--- config.mk ---
export PLATFORM = sky130hd
export DESIGN_NAME = fa_deser
export DESIGN_NICKNAME = d
export VERILOG_FILES = /design/src/rtl/fa_pkg.sv /design/src/rtl/fa_bit_track.sv /design/src/rtl/fa_cand_elim.sv /design/src/rtl/fa_word_out.sv /design/src/rtl/fa_deser.sv
export SDC_FILE = /design/constraint.sdc
export NUM_CORES = 1
export LEC_CHECK = 0
export CORE_ASPECT_RATIO = 0.9
export CORE_UTILIZATION = 45
export CTS_CLUSTER_DIAMETER = 40
export DETAILED_ROUTE_END_ITERATION = 8
export DONT_BUFFER_PORTS = 1
export GPL_ROUTABILITY_DRIVEN = 0
export PLACE_DENSITY = 0.67
export SLEW_MARGIN = 20
export SYNTH_ARGS = -nofsm -noshare
export SYNTH_HDL_FRONTEND = slang
export SYNTH_SLANG_ARGS = --single-unit
--- constraint.sdc ---
create_clock -name clk -period 6.26 [get_ports clk]
set_clock_uncertainty 0.05 [all_clocks]
set_input_delay 1.252 -clock clk [delete_from_list [all_inputs] [get_ports clk]]
set_output_delay 1.252 -clock clk [all_outputs]
set_load 0.02 [all_outputs]
--- src/rtl/fa_pkg.sv ---
package fa_pkg;

    localparam int FA_MAX_FRAME = 32;

    typedef enum logic {
        FA_HUNT = 1'b0,
        FA_HOLD = 1'b1
    } fa_state_e;

    function automatic int unsigned fa_pop(input logic [FA_MAX_FRAME-1:0] v);
        int unsigned n;
        n = 0;
        for (int i = 0; i < FA_MAX_FRAME; i++) n += int'(v[i]);
        return n;
    endfunction

    function automatic int unsigned fa_index(input logic [FA_MAX_FRAME-1:0] v);
        int unsigned k;
        k = 0;
        for (int i = 0; i < FA_MAX_FRAME; i++) if (v[i]) k = i;
        return k;
    endfunction

endpackage

--- src/rtl/fa_bit_track.sv ---
module fa_bit_track #(
    parameter int DATA_W  = 10,
    parameter int FRAME_W = DATA_W + 2,
    parameter int POS_W   = $clog2(FRAME_W)
) (
    input  logic              clk,
    input  logic              clr,
    input  logic              bit_en,
    input  logic              bit_in,
    output logic [POS_W-1:0]  pos,
    output logic              rise,
    output logic [DATA_W-1:0] span
);
    localparam logic [POS_W-1:0] LAST = POS_W'(FRAME_W - 1);

    logic prev_q;

    assign rise = bit_en & ~prev_q & bit_in;

    always_ff @(posedge clk) begin
        if (clr) begin
            pos    <= '0;
            prev_q <= 1'b0;
            span   <= '0;
        end else if (bit_en) begin
            prev_q <= bit_in;
            span   <= {span[DATA_W-2:0], bit_in};
            pos    <= (pos == LAST) ? '0 : pos + POS_W'(1);
        end
    end
endmodule

--- src/rtl/fa_cand_elim.sv ---
module fa_cand_elim
    import fa_pkg::*;
#(
    parameter int FRAME_W = 12,
    parameter int POS_W   = $clog2(FRAME_W)
) (
    input  logic             clk,
    input  logic             clr,
    input  logic             bit_en,
    input  logic             rise,
    input  logic [POS_W-1:0] pos,
    output fa_state_e        state,
    output logic [POS_W-1:0] bnd_pos,
    output logic             drop
);
    localparam logic [POS_W-1:0]   LAST = POS_W'(FRAME_W - 1);
    localparam logic [FRAME_W-1:0] ONES = '1;

    logic [FRAME_W-1:0] cand_q, seen_q, rise_vec, seen_nx, cand_nx, upto;

    always_comb begin
        rise_vec = rise ? (FRAME_W'(1) << pos) : '0;
        seen_nx  = seen_q | rise_vec;
        cand_nx  = cand_q & seen_nx;
        upto     = (FRAME_W'(1) << pos) - FRAME_W'(1);
        drop     = bit_en && (state == FA_HOLD) && (pos == bnd_pos) && !rise;
    end

    always_ff @(posedge clk) begin
        if (clr) begin
            cand_q  <= ONES;
            seen_q  <= '0;
            state   <= FA_HUNT;
            bnd_pos <= '0;
        end else if (bit_en) begin
            if (state == FA_HOLD) begin
                if (drop) begin
                    state  <= FA_HUNT;
                    cand_q <= ONES;
                    seen_q <= (pos == LAST) ? '0 : upto;
                end
            end else if (pos == LAST) begin
                seen_q <= '0;
                if (cand_nx == '0) begin
                    cand_q <= ONES;
                end else begin
                    cand_q <= cand_nx;
                    if (fa_pop(FA_MAX_FRAME'(cand_nx)) == 1) begin
                        state   <= FA_HOLD;
                        bnd_pos <= POS_W'(fa_index(FA_MAX_FRAME'(cand_nx)));
                    end
                end
            end else begin
                seen_q <= seen_nx;
            end
        end
    end
endmodule

--- src/rtl/fa_word_out.sv ---
module fa_word_out
    import fa_pkg::*;
#(
    parameter int DATA_W  = 10,
    parameter int FRAME_W = DATA_W + 2,
    parameter int POS_W   = $clog2(FRAME_W)
) (
    input  logic              clk,
    input  logic              clr,
    input  logic              bit_en,
    input  fa_state_e         state,
    input  logic              drop,
    input  logic [POS_W-1:0]  pos,
    input  logic [POS_W-1:0]  bnd_pos,
    input  logic [DATA_W-1:0] span,
    input  logic              out_en,
    input  logic              pwr_n,
    output logic              word_stb,
    output logic [DATA_W-1:0] word_data,
    output logic              word_valid,
    output logic              data_oe,
    output logic              lock_n,
    output logic              lock_oe
);
    localparam logic [POS_W-1:0] LAST = POS_W'(FRAME_W - 1);

    logic              stb_q, valid_q, seen_one_q;
    logic [DATA_W-1:0] data_q, word_nx;
    logic [POS_W-1:0]  stop_pos;

    assign stop_pos = (bnd_pos == '0) ? LAST : bnd_pos - POS_W'(1);

    always_comb begin
        for (int i = 0; i < DATA_W; i++) word_nx[i] = span[DATA_W-1-i];
    end

    always_ff @(posedge clk) begin
        if (clr) begin
            stb_q      <= 1'b0;
            valid_q    <= 1'b0;
            seen_one_q <= 1'b0;
            data_q     <= '0;
        end else begin
            stb_q <= 1'b0;
            if (state != FA_HOLD || drop) begin
                valid_q    <= 1'b0;
                seen_one_q <= 1'b0;
            end else if (bit_en && pos == stop_pos) begin
                stb_q      <= 1'b1;
                data_q     <= word_nx;
                seen_one_q <= 1'b1;
                if (seen_one_q) valid_q <= 1'b1;
            end
        end
    end

    assign data_oe    = out_en & pwr_n;
    assign word_stb   = stb_q & data_oe;
    assign word_valid = valid_q & data_oe;
    assign word_data  = data_oe ? data_q : '0;
    assign lock_n     = (state != FA_HOLD);
    assign lock_oe    = pwr_n;
endmodule

--- src/rtl/fa_deser.sv ---
module fa_deser
    import fa_pkg::*;
#(
    parameter int DATA_W = 10
) (
    input  logic              clk,
    input  logic              rst,
    input  logic              bit_en,
    input  logic              bit_in,
    input  logic              pwr_n,
    input  logic              out_en,
    output logic              lock_n,
    output logic              lock_oe,
    output logic              word_stb,
    output logic [DATA_W-1:0] word_data,
    output logic              word_valid,
    output logic              data_oe
);
    localparam int FRAME_W = DATA_W + 2;
    localparam int POS_W   = $clog2(FRAME_W);

    logic              clr, rise, drop;
    logic [POS_W-1:0]  pos, bnd_pos;
    logic [DATA_W-1:0] span;
    fa_state_e         state;

    assign clr = rst | ~pwr_n;

    fa_bit_track #(.DATA_W(DATA_W), .FRAME_W(FRAME_W), .POS_W(POS_W)) u_track (
        .clk(clk), .clr(clr), .bit_en(bit_en), .bit_in(bit_in),
        .pos(pos), .rise(rise), .span(span)
    );

    fa_cand_elim #(.FRAME_W(FRAME_W), .POS_W(POS_W)) u_elim (
        .clk(clk), .clr(clr), .bit_en(bit_en), .rise(rise), .pos(pos),
        .state(state), .bnd_pos(bnd_pos), .drop(drop)
    );

    fa_word_out #(.DATA_W(DATA_W), .FRAME_W(FRAME_W), .POS_W(POS_W)) u_out (
        .clk(clk), .clr(clr), .bit_en(bit_en), .state(state), .drop(drop),
        .pos(pos), .bnd_pos(bnd_pos), .span(span), .out_en(out_en), .pwr_n(pwr_n),
        .word_stb(word_stb), .word_data(word_data), .word_valid(word_valid),
        .data_oe(data_oe), .lock_n(lock_n), .lock_oe(lock_oe)
    );
endmodule

==> summary.md <==
| Metric | Value |
|---|---|
| Status | `completed` |
| Layout cells sized above 1 | `9.74%` |
| Crit path max-delay family | `adder cells` |
| DRC violations left | `0` |
| Row cnt | `30` |
| Die Width | `97.2 µm` |
| CP cell instances | `inv_1 -> ha_1 -> and4b_1 -> a31oi_1 -> ha_1 -> inv_1 -> fa_1 -> fa_1 -> fa_1 -> inv_1 -> fa_1 -> inv_1 -> fa_1 -> a2111oi_0 -> a21oi_1 -> nor3_1 -> and2_4 -> a211oi_2` |
| Remaining Overflow, GRT | `0` |
| Worst path arrival time | `5540 ps` |
| Hpwl dp | `6.76 mm` |
| Overall power | `0.000651 W` |
| Post-route ant nets | `0` |
| Worst-case clock buffer depth | `2` |
| Initial Util | `47.5%` |
| Num CTS Buffers | `5` |
| Mapped cell area | `3670 µm²` |
| FFs w/ async S/R, synth | `0%` |
| Final Max Slew Viols | `0` |
| Mean Syn Cell Area | `8.35 µm²` |
| Worst ir drop on vdd | `0.102 mV` |
| Final Cycle Share | `86.7%` |
| WL met2 | `4.19 mm` |
| Final Setup Violations | `0` |
| Cts repair resizes | `0` |
| First drt pass iteration count | `4` |
| Net Count, Synth | `466` |
| Min cycle time layout | `5430 ps` |
| Cell count after synthesis | `440` |
| Unrepaired setup endpoints after global routing | `false` |
| CP Capture Type | `flop` |
| Main synth FF type | `dfxtp_1` |
| Actual slew at the worst max-slew pin | `1050 ps` |
| Min-delay worst type | `flop to flop` |
| Fmax | `184 MHz` |
| Via Count | `3284` |
| I/O Pins | `21` |
| CTS H-tree depth | `2` |
| Nets@finish | `446` |
| WL met1 | `4.47 mm` |
| Final Hold Viols | `0` |
| Data required time of the critical path | `6370 ps` |
| ANT cells | `0` |
| CP peak stage delay | `520 ps` |
| Total Die Area | `8530 µm²` |
| CP max FO | `8` |
| Max_cap viols | `0` |
| Die height | `87.7 µm` |
| DR WL/cell | `18.2 µm` |
| Clock Sinks | `56` |
| CP Class | `flop to flop` |
| Critical path launch point type | `flop` |
| Post-CTS setup buffers | `0` |
| Core area | `7730 µm²` |
| Clock-pin transition on the worst setup and hold timing paths | `100 ps` |
| CTS root buffer | `clkbuf_8` |
| Global-route wire length before repair | `15.4 mm` |
| Number of global-route vias before repair | `3071` |
| Layout fillers | `766` |
| Sequential area share after synthesis | `30.5%` |
| WP buf/inv | `4` |
| Input/output buffers | `0` |
| Number of distinct library cells after synthesis | `74` |
| Commonest cells after routing, fill and taps aside | `dfxtp_1, a21oi_1, nand2_1, o21ai_0, nor2_1` |
| Via density | `6.35` |
| Initial antenna violation count | `0` |
| Highest metal used | `met4` |
| Leak Pwr | `1.42 nW` |
| CTS Hold Bufs | `0` |
| Most common cell after layout, fill and taps aside | `dfxtp_1` |
| Seq cells post-synth | `56` |
| Met3 wire length | `572 µm` |
| FF-to-FF setup slack | `830 ps` |
| Drt total wl | `9.40 mm` |
| Storage element area | `1120 µm²` |
| Pwr dens | `171 nW/µm²` |
| Top cell by count, worst path | `fa_1` |
| Area of the multi-input gates | `2300 µm²` |
| Synth Warn # | `0` |
| Slew headroom | `29.8%` |
| Slowest CP cell | `fa_1` |
| GRT Util Overall | `22.4%` |
| Setup_tns | `0 ps` |
| Area growth syn-to-layout | `3.61%` |
| Clock latency on the worst-skew pair | `320 ps` |
| Largest net degree at the start of global routing | `48` |
| First DRT Iteration DRCs | `238` |
| EDFF count, synth | `0` |
| CTS tree | `yes` |
[state kept, by name (all words and copies together), names as in the netlist]
name,flops
u_elim.bnd_pos,4
u_elim.cand_q,12
u_elim.seen_q,12
u_elim.state,1
u_out.data_q,10
u_out.seen_one_q,1
u_out.stb_q,1
u_out.valid_q,1
u_track.pos,4
u_track.span,10
[per-stage QoR]
stage	util (%)	setup WS [ps]	instance area (µm²)	hold WS [ps]	std cells
2_1_floorplan	-	847	3670	388	440
3_3_place_gp	47.6	721	3680	404	509
3_5_place_dp	47.6	641	3680	408	509
4_1_cts	49.0	852	3790	424	517
5_1_grt	49.2	445	3800	439	517
6_report	49.2	832	3800	419	517
[where the power goes]
group,switching [W],internal (W)
Sequential,0.00000167,0.000357
Clock,0.000122,0.000121
Combinational,0.0000327,0.0000168
Total,0.000157,0.000495
[cell families after synthesis]
| kind of cell | after synthesis | synth area share (%) |
|---|---|---|
| compound gates | 142 | 27.5 |
| buf+inv | 61 | 7.19 |
| simple gates | 140 | 21.2 |
| fa+ha+maj | 20 | 8.25 |
| flops | 56 | 30.5 |
| mux | 11 | 3.00 |
| xor+xnor | 10 | 2.39 |
[metal layers]
metal | global-route usage [%] | vias to the layer above
met4 | 7.49 | 0
met1 | 31.8 | 1587
li1 | - | 1561
met5 | 0 | -
met2 | 35.7 | 123
met3 | 2.87 | 13
[worst min-delay path, cell delays in order (launching register included)]
cell	delay (ps)
dfxtp_1	320
nand3_1	60
a21oi_1	50
[cell type report]
class                      instances  area share (%)
clock inverter                     2            1.02
timing repair buffer               6            1.18
inverter                          28            2.76
sequential                        56            29.5
tap                               96            3.16
clock buffer                       6            1.91
multi-input combinational        323            60.5
[path summary, 6_finish.rpt]
check                                    start  depth (start not counted)                        endpoint
hold / removal    u_track.span[9]$_SDFFE_PP0P_                          2    u_out.data_q[0]$_SDFFE_PP0P_
hold reg to reg   u_track.span[9]$_SDFFE_PP0P_                          2    u_out.data_q[0]$_SDFFE_PP0P_
setup reg to reg   u_track.pos[1]$_SDFFE_PP0P_                         18  u_elim.bnd_pos[3]$_SDFFE_PP0P_
setup / recovery   u_track.pos[1]$_SDFFE_PP0P_                         18  u_elim.bnd_pos[3]$_SDFFE_PP0P_
[synth_stat cells, types with 4 or more instances]
| cell type | instances | area (µm²) |
|---|---|---|
| nor3_1 | 12 | 60.1 |
| buf_2 | 7 | 35.0 |
| o21bai_1 | 5 | 37.5 |
| clkbuf_1 | 18 | 67.6 |
| nand3_1 | 18 | 90.1 |
| dfxtp_1 | 56 | 1120 |
| nand2_1 | 28 | 105 |
| o21ai_0 | 28 | 140 |
| fa_1 | 7 | 140 |
| mux2i_1 | 11 | 110 |
| a21oi_1 | 40 | 200 |
| and3_1 | 12 | 75.1 |
| a21o_1 | 4 | 30.0 |
| and2_1 | 10 | 62.6 |
| ha_1 | 13 | 163 |
| a31oi_1 | 10 | 62.6 |
| xor2_1 | 7 | 61.3 |
| nor2_1 | 27 | 101 |
| o32a_1 | 4 | 40.0 |
| nand2b_1 | 4 | 25.0 |
| inv_1 | 25 | 93.8 |
| o211ai_1 | 4 | 30.0 |
Power figures use the tool's default switching activity.
